==> src/rtl/pnm_pkg.sv <==
package pnm_pkg;

  typedef enum logic [3:0] {
    SEL_PN7  = 4'h4,
    SEL_PN15 = 4'h5,
    SEL_PN23 = 4'h6,
    SEL_PN31 = 4'h7,
    SEL_RAMP = 4'hB
  } seqSel_e;

  // decoded sequence configuration
  typedef struct packed {
    logic       known;
    logic       isRamp;
    logic [4:0] tapHi;   // history index of the older tap
    logic [4:0] tapLo;   // history index of the newer tap
  } seqCfg_t;

  // strobes from control to datapath
  typedef struct packed {
    logic advance;   // shift a word into the reference history
    logic takeRecv;  // shift the received word instead of the prediction
  } pnmStrobe_t;

  function automatic seqCfg_t decodeSel(input logic [3:0] code);
    seqCfg_t c;
    c = '{known: 1'b1, isRamp: 1'b0, tapHi: 5'd0, tapLo: 5'd0};
    case (code)
      SEL_PN7:  begin c.tapHi = 5'd6;  c.tapLo = 5'd5;  end
      SEL_PN15: begin c.tapHi = 5'd14; c.tapLo = 5'd13; end
      SEL_PN23: begin c.tapHi = 5'd22; c.tapLo = 5'd17; end
      SEL_PN31: begin c.tapHi = 5'd30; c.tapLo = 5'd27; end
      SEL_RAMP: c.isRamp = 1'b1;
      default:  c.known = 1'b0;
    endcase
    return c;
  endfunction

endpackage

==> src/rtl/pnm_datapath.sv <==
module pnm_datapath
  import pnm_pkg::*;
#(
  parameter int DATA_W = 16,
  parameter int TAP_SPAN = 32
) (
  input  logic              clk,
  input  logic              rstN,
  input  logic              sampleValid,
  input  logic [DATA_W-1:0] sampleData,
  input  logic [3:0]        seqSel,
  input  pnmStrobe_t        strb,
  output logic              match
);

  localparam int HIST_W = DATA_W + TAP_SPAN;

  logic [HIST_W-1:0] refHist;
  logic [DATA_W-1:0] expWord;
  seqCfg_t           cfg;

  function automatic logic [DATA_W-1:0] pnWord(input logic [HIST_W-1:0] h0,
                                               input logic [4:0] tA,
                                               input logic [4:0] tB);
    logic [HIST_W-1:0] h;
    logic [DATA_W-1:0] w;
    logic              b;
    h = h0;
    w = '0;
    for (int i = DATA_W - 1; i >= 0; i--) begin
      b    = h[tA] ^ h[tB];
      w[i] = b;
      h    = {h[HIST_W-2:0], b};
    end
    return w;
  endfunction

  always_comb begin
    cfg = decodeSel(seqSel);
    if (cfg.isRamp) expWord = refHist[DATA_W-1:0] + DATA_W'(1);
    else            expWord = pnWord(refHist, cfg.tapHi, cfg.tapLo);
    match = cfg.known && (sampleData == expWord);
  end

  always_ff @(posedge clk) begin
    if (!rstN) begin
      refHist <= '0;
    end else if (strb.advance) begin
      refHist <= {refHist[HIST_W-DATA_W-1:0], strb.takeRecv ? sampleData : expWord};
    end
  end


  seed_load_chk: assert property (@(posedge clk) disable iff (!rstN)
    $past(strb.advance && strb.takeRecv) |-> refHist[DATA_W-1:0] == $past(sampleData));


  hold_idle_chk: assert property (@(posedge clk) disable iff (!rstN)
    $past(!sampleValid) |-> $stable(refHist));

endmodule

==> src/rtl/pnm_control.sv <==
module pnm_control
  import pnm_pkg::*;
#(
  parameter int ENTER_CNT = 64,
  parameter int EXIT_CNT = 16
) (
  input  logic       clk,
  input  logic       rstN,
  input  logic       sampleValid,
  input  logic [3:0] seqSel,
  input  logic       match,
  input  logic       clrOos,
  input  logic       clrErr,
  output pnmStrobe_t strb,
  output logic       oosLive,
  output logic       oosFlag,
  output logic       errFlag
);

  localparam int MISS_W = $clog2(ENTER_CNT);
  localparam int HIT_W  = $clog2(EXIT_CNT);

  logic              oosQ, oosNext;
  logic [HIT_W-1:0]  hitCnt, hitNext;
  logic [MISS_W-1:0] missCnt, missNext;
  logic [3:0]        selQ;
  logic              selChange, errSet;
  logic              oosFlagQ, errFlagQ;

  assign selChange     = (seqSel != selQ);
  assign strb.advance  = sampleValid;
  assign strb.takeRecv = oosQ | selChange;
  assign errSet        = sampleValid && !oosQ && !match;

  always_comb begin
    oosNext  = oosQ;
    hitNext  = hitCnt;
    missNext = missCnt;
    if (selChange) begin
      oosNext  = 1'b1;
      hitNext  = '0;
      missNext = '0;
    end else if (sampleValid) begin
      if (oosQ) begin
        if (!match) begin
          hitNext = '0;
        end else if (hitCnt == HIT_W'(EXIT_CNT - 1)) begin
          oosNext = 1'b0;
          hitNext = '0;
        end else begin
          hitNext = hitCnt + HIT_W'(1);
        end
      end else begin
        if (match) begin
          missNext = '0;
        end else if (missCnt == MISS_W'(ENTER_CNT - 1)) begin
          oosNext  = 1'b1;
          missNext = '0;
        end else begin
          missNext = missCnt + MISS_W'(1);
        end
      end
    end
  end

  always_ff @(posedge clk) begin
    if (!rstN) begin
      oosQ     <= 1'b1;
      hitCnt   <= '0;
      missCnt  <= '0;
      selQ     <= '0;
      oosFlagQ <= 1'b1;
      errFlagQ <= 1'b0;
    end else begin
      oosQ     <= oosNext;
      hitCnt   <= hitNext;
      missCnt  <= missNext;
      selQ     <= seqSel;
      oosFlagQ <= oosNext | (oosFlagQ & ~clrOos);
      errFlagQ <= oosNext ? 1'b0 : (errSet | (errFlagQ & ~clrErr));
    end
  end

  assign oosLive = oosQ;
  assign oosFlag = oosFlagQ;
  assign errFlag = errFlagQ;


  oos_exit_chk: assert property (@(posedge clk) disable iff (!rstN)
    $fell(oosQ) |-> $past(sampleValid && match && hitCnt == HIT_W'(EXIT_CNT - 1)));


  oos_enter_chk: assert property (@(posedge clk) disable iff (!rstN)
    $rose(oosQ) |-> $past(selChange || (sampleValid && !match && missCnt == MISS_W'(ENTER_CNT - 1))));


  err_rise_chk: assert property (@(posedge clk) disable iff (!rstN)
    $rose(errFlagQ) |-> $past(sampleValid && !match && !oosQ));


  err_excl_chk: assert property (@(posedge clk) disable iff (!rstN)
    oosQ |-> !errFlagQ);


  oos_flag_chk: assert property (@(posedge clk) disable iff (!rstN)
    oosQ |-> oosFlagQ);


  sel_force_chk: assert property (@(posedge clk) disable iff (!rstN)
    $past(selChange) |-> oosQ);

endmodule

==> src/rtl/pnm_monitor.sv <==
module pnm_monitor
  import pnm_pkg::*;
#(
  parameter int DATA_W = 16,
  parameter int ENTER_CNT = 64,
  parameter int EXIT_CNT = 16
) (
  input  logic              clk,
  input  logic              rstN,
  input  logic              sampleValid,
  input  logic [DATA_W-1:0] sampleData,
  input  logic [3:0]        seqSel,
  input  logic              clrOos,
  input  logic              clrErr,
  output logic              oosLive,
  output logic              oosFlag,
  output logic              errFlag
);

  pnmStrobe_t strb;
  logic       match;

  pnm_datapath #(.DATA_W(DATA_W), .TAP_SPAN(32)) uData (
    .clk(clk), .rstN(rstN), .sampleValid(sampleValid), .sampleData(sampleData),
    .seqSel(seqSel), .strb(strb), .match(match)
  );

  pnm_control #(.ENTER_CNT(ENTER_CNT), .EXIT_CNT(EXIT_CNT)) uCtrl (
    .clk(clk), .rstN(rstN), .sampleValid(sampleValid), .seqSel(seqSel),
    .match(match), .clrOos(clrOos), .clrErr(clrErr), .strb(strb),
    .oosLive(oosLive), .oosFlag(oosFlag), .errFlag(errFlag)
  );

endmodule

==> config.mk <==
export PLATFORM = sky130hd
export DESIGN_NAME = pnm_monitor
export DESIGN_NICKNAME = d
export VERILOG_FILES = /design/src/rtl/pnm_pkg.sv /design/src/rtl/pnm_datapath.sv /design/src/rtl/pnm_control.sv /design/src/rtl/pnm_monitor.sv
export SDC_FILE = /design/constraint.sdc
export NUM_CORES = 1
export LEC_CHECK = 0
export ABC_CLOCK_PERIOD_IN_PS = 8300
export CAP_MARGIN = 20
export CORE_ASPECT_RATIO = 0.9
export CORE_MARGIN = 2
export CORE_UTILIZATION = 63
export CTS_CLUSTER_SIZE = 25
export DETAILED_ROUTE_END_ITERATION = 8
export GPL_ROUTABILITY_DRIVEN = 0
export PLACE_DENSITY = 0.84
export SYNTH_ARGS = -nofsm -noshare
export SYNTH_HDL_FRONTEND = slang
export SYNTH_HIERARCHICAL = 1
export SYNTH_SLANG_ARGS = --single-unit
==> constraint.sdc <==
create_clock -name clk -period 8.3 [get_ports clk]
set_input_delay 2.075 -clock clk [delete_from_list [all_inputs] [get_ports clk]]
set_output_delay 2.075 -clock clk [all_outputs]
set_load 0.05 [all_outputs]
==> impl_metrics.tcl <==
set metrics [dict create \
    clock-root-buffer "clkbuf_8" \
    max_freq_mhz 148 \
    crit_chain "clkdlybuf4s50_1 -> buf_4 -> mux2i_1 -> o22ai_1 -> a211o_1 -> a21boi_0 -> or3b_1 -> a22oi_2 -> xnor2_1 -> nor3_1 -> nand4b_1 -> nor4_2 -> buf_4 -> nor2b_1 -> and4_1 -> a21oi_1 -> o2111ai_1" \
    antenna_left 0 \
    cp_slowest_cell "clkdlybuf4s50_1" \
    synth_fa_ha_area_share_pct 0.873 \
    via_count 4067 \
    core-area_sq_um 6590 \
    clockBufferDepth 2 \
    drv_cap 0 \
    synth_compound_area_share_pct 20.5 \
    seqCellArea_sq_um 961 \
    synth_top_flop_cell "dfxtp_1" \
    synth_top_family_by_area "simple AND/OR/NAND/NOR gates" \
    pwr-share-seq_pct 48.3 \
    dieArea_sq_um 7500 \
    ys_seq_area_share_pct 22.4 \
    grt_pass1_wl_um 18700 \
    synth-seq-cells 48 \
    clkPwrFrac_pct 26.2 \
    cp_data_required_time_ns 8.47 \
    cp_common_cell "buf_4" \
    gr-usage-all-layers_pct 31.8 \
    cts_resized 0 \
    synth-warning-count 6 \
    fin_skew_ns 0.00591 \
    drcViolationCount 0 \
    grt_start_max_net_pins 45 \
    synthCells 531 \
    powerDensity_nw_per_um2 116 \
    end_kind "register" \
    setup_tns_ns 0 \
    final-max-slew-violation-count 0 \
    final-hold-violation-count 0 \
    worst_hold_slack_ns 0.506 \
    dieWidth_um 91.1 \
    synth-async-reset-ratio_pct 0 \
    p_int_mw 0.356 \
    grt_remaining_overflow 0 \
    synth_xor_area_share_pct 11.8 \
    wl_um 11800 \
    yosys.area_share.simple_pct 23.0 \
    synthMuxAreaShare_pct 15.3 \
    start_util_pct 65.3 \
    multiInputGateArea_sq_um 3080 \
    drtIter0Drc 684 \
    crit_path_start_kind "input pin" \
    min_period_over_period_pct 81.2 \
    diodes 0 \
    cts_tree "done" \
    pin_count 28 \
    cts_buffers 5 \
    synth_area_per_cell_sq_um 8.09 \
    reg2reg_setup_slack_ns 4.15 \
    worst_pin_slew_ns 1.04 \
    dp_hpwl_um 8490 \
    cpPeakStageDelay_ns 1.02 \
    core.rowCount 28 \
    finalSetupViolCount 0 \
    fin_nets 553 \
    dr.pass1.iters 7 \
    clk_pin_slew_ns 0.09 \
    hold_depth 2 \
    worst-setup-path-type "in -> reg" \
    rsz0062_at_grt "false" \
    port_buffers 27 \
    p_switching_mw 0.176 \
    synth.distinct_cells 65 \
    synth_edf_count 0 \
    netlist_area_sq_um 4300 \
    setup.worst_path.start "seqSel[1]" \
    first_global_vias 3614 \
    drive_above_1_share_pct 9.90 \
    ir_drop_uv 113 \
    p_sw_share_pct 33.1 \
    die_y_um 82.4 \
    r2r-end "uCtrl/oosFlag" \
    antenna_found_initial 0 \
    relSlewSlack_pct 30.2 \
    reg2reg_from "uData/refHist[0]" \
    clock_latency_ns 0.32 \
    path_delay_family "buffers and inverters" \
    synth_nets 559 \
    timing.final.crit_period_ns 6.74 \
    viasPerCell 6.61 \
    routedWlPerCell_um 19.1 \
    combPwrFrac_pct 25.5 \
    hold_buffers 0 \
    layout_common_cells "mux2i_1 (50), dfxtp_1 (48), nand2_1 (42), o21ai_0 (37)" \
    ff2ff_path_depth 15 \
    critical_path.max_fanout 22 \
    whs_endpoint "uCtrl/hitCnt[1]" \
    critPathBufInv 3 \
    post_cts_buffers 0 \
    hold_path_class "reg -> reg" \
    numClockSinks 48 \
    area_growth_syn_to_layout_pct 6.70 \
    arrival_ns 6.91 \
    min-delay-start "uCtrl/hitCnt[1]" \
    layout_commonest_cell "mux2i_1" \
    status "complete, no violations" \
    htree_levels 2 \
    fillers 531 \
    leakage_nw 1.70 \
]
## layer usage
metal  part of all wire [%]  up-vias  track usage (%)
met1                     41     1848             43.9
met3                     13       47             6.72
met4                    2.7        0             11.4
met5                      0        -                0
met2                     43      288             49.7
li1                       -     1884                -
## through the flow
| stage | instance area, sq um | utilization [%] | total power [mW] | std cells | setup slack [ns] |
|---|---|---|---|---|---|
| finish | 4590 | 69.6 | 0.532 | 615 | 1.56 |
| detailed placement | 4490 | 68.2 | 0.392 | 607 | 1.37 |
| CTS | 4570 | 69.4 | 0.528 | 614 | 1.71 |
| global route | 4590 | 69.6 | 0.554 | 615 | 1.29 |
| global placement | 4490 | 68.2 | 0.389 | 607 | 1.53 |
| floorplan | 4300 | - | 0.355 | 531 | 3.09 |
## sequential cells by signal (all words and copies together), names as in the netlist
register / flops
uCtrl/oosLive: 1
uData/refHist: 31
uCtrl/hitCnt: 4
uCtrl/errFlag: 1
uCtrl/oosFlag: 1
uCtrl/missCnt: 6
uCtrl/selQ: 4
## power by group through the flow
stage	sequential, mW	combinational, mW	clock [mW]
2_1_floorplan	0.248	0.107	0
4_1_cts	0.256	0.131	0.141
3_5_place_dp	0.261	0.131	0
5_1_grt	0.258	0.146	0.151
6_report	0.257	0.136	0.140
3_3_place_gp	0.261	0.128	0
## area by class of cell
type | count | share of cell area (%)
multi-input combinational | 427 | 67.2
timing repair buffer | 33 | 6.82
tap | 90 | 2.46
inverter | 10 | 0.819
sequential | 48 | 21.0
clock inverter | 2 | 0.273
clock buffer | 5 | 1.50
## worst reg2reg max path, stage by stage, from the launching register on
cell       delay (ns)
dfxtp_1          0.69
ha_1             0.28
and3_1           0.36
nand4_1          0.16
xor2_1           0.17
o21ai_0          0.27
xnor2_1          0.17
nand2_1          0.07
a2111oi_0        0.41
o2111ai_1        0.22
nor4_2           0.35
buf_4            0.25
nor2b_1          0.09
and4_1           0.20
a21oi_1          0.19
o2111ai_1        0.14
## cell usage after synthesis (4+ instances only)
cell type / count / area share [%]
mux2i_1: 50 / 12
clkbuf_1: 28 / 2.4
and2_1: 7 / 1.0
a21oi_1: 26 / 3.0
o211ai_1: 11 / 1.9
a31oi_1: 5 / 0.73
buf_2: 6 / 0.70
mux2_2: 10 / 2.6
a21boi_0: 6 / 1.0
nand2b_1: 14 / 2.0
nor3b_1: 4 / 0.70
nand4_1: 6 / 0.87
nor2b_1: 30 / 4.4
a21oi_2: 8 / 1.6
nand3_1: 16 / 1.9
and3_1: 9 / 1.3
xor2_1: 30 / 6.1
o22ai_1: 6 / 0.87
o21ai_0: 37 / 4.3
inv_1: 9 / 0.79
xnor2_1: 25 / 5.1
nand2_1: 42 / 3.7
nor2_1: 20 / 1.7
buf_4: 6 / 1.0
dfxtp_1: 48 / 22
nand3b_1: 5 / 0.87
## logic make-up (layout without fill, tap and decap cells)
kind of cell | after synthesis | after routing
flops | 48 | 48
mux | 62 | 62
buf+inv | 56 | 50
fa+ha+maj | 3 | 3
simple gates | 176 | 176
compound gates | 130 | 130
xor+xnor | 56 | 56
## worst max path at each step
stage / end / cells past startpoint
6_report: uCtrl/oosFlag / 17
5_1_grt: uCtrl/oosFlag / 17
4_1_cts: uCtrl/oosFlag / 17
3_5_place_dp: uCtrl/oosFlag / 17
3_3_place_gp: uCtrl/oosFlag / 17
2_1_floorplan: uCtrl/hitCnt[3] / 16
Note: power is estimated with default switching activity, not from simulation.
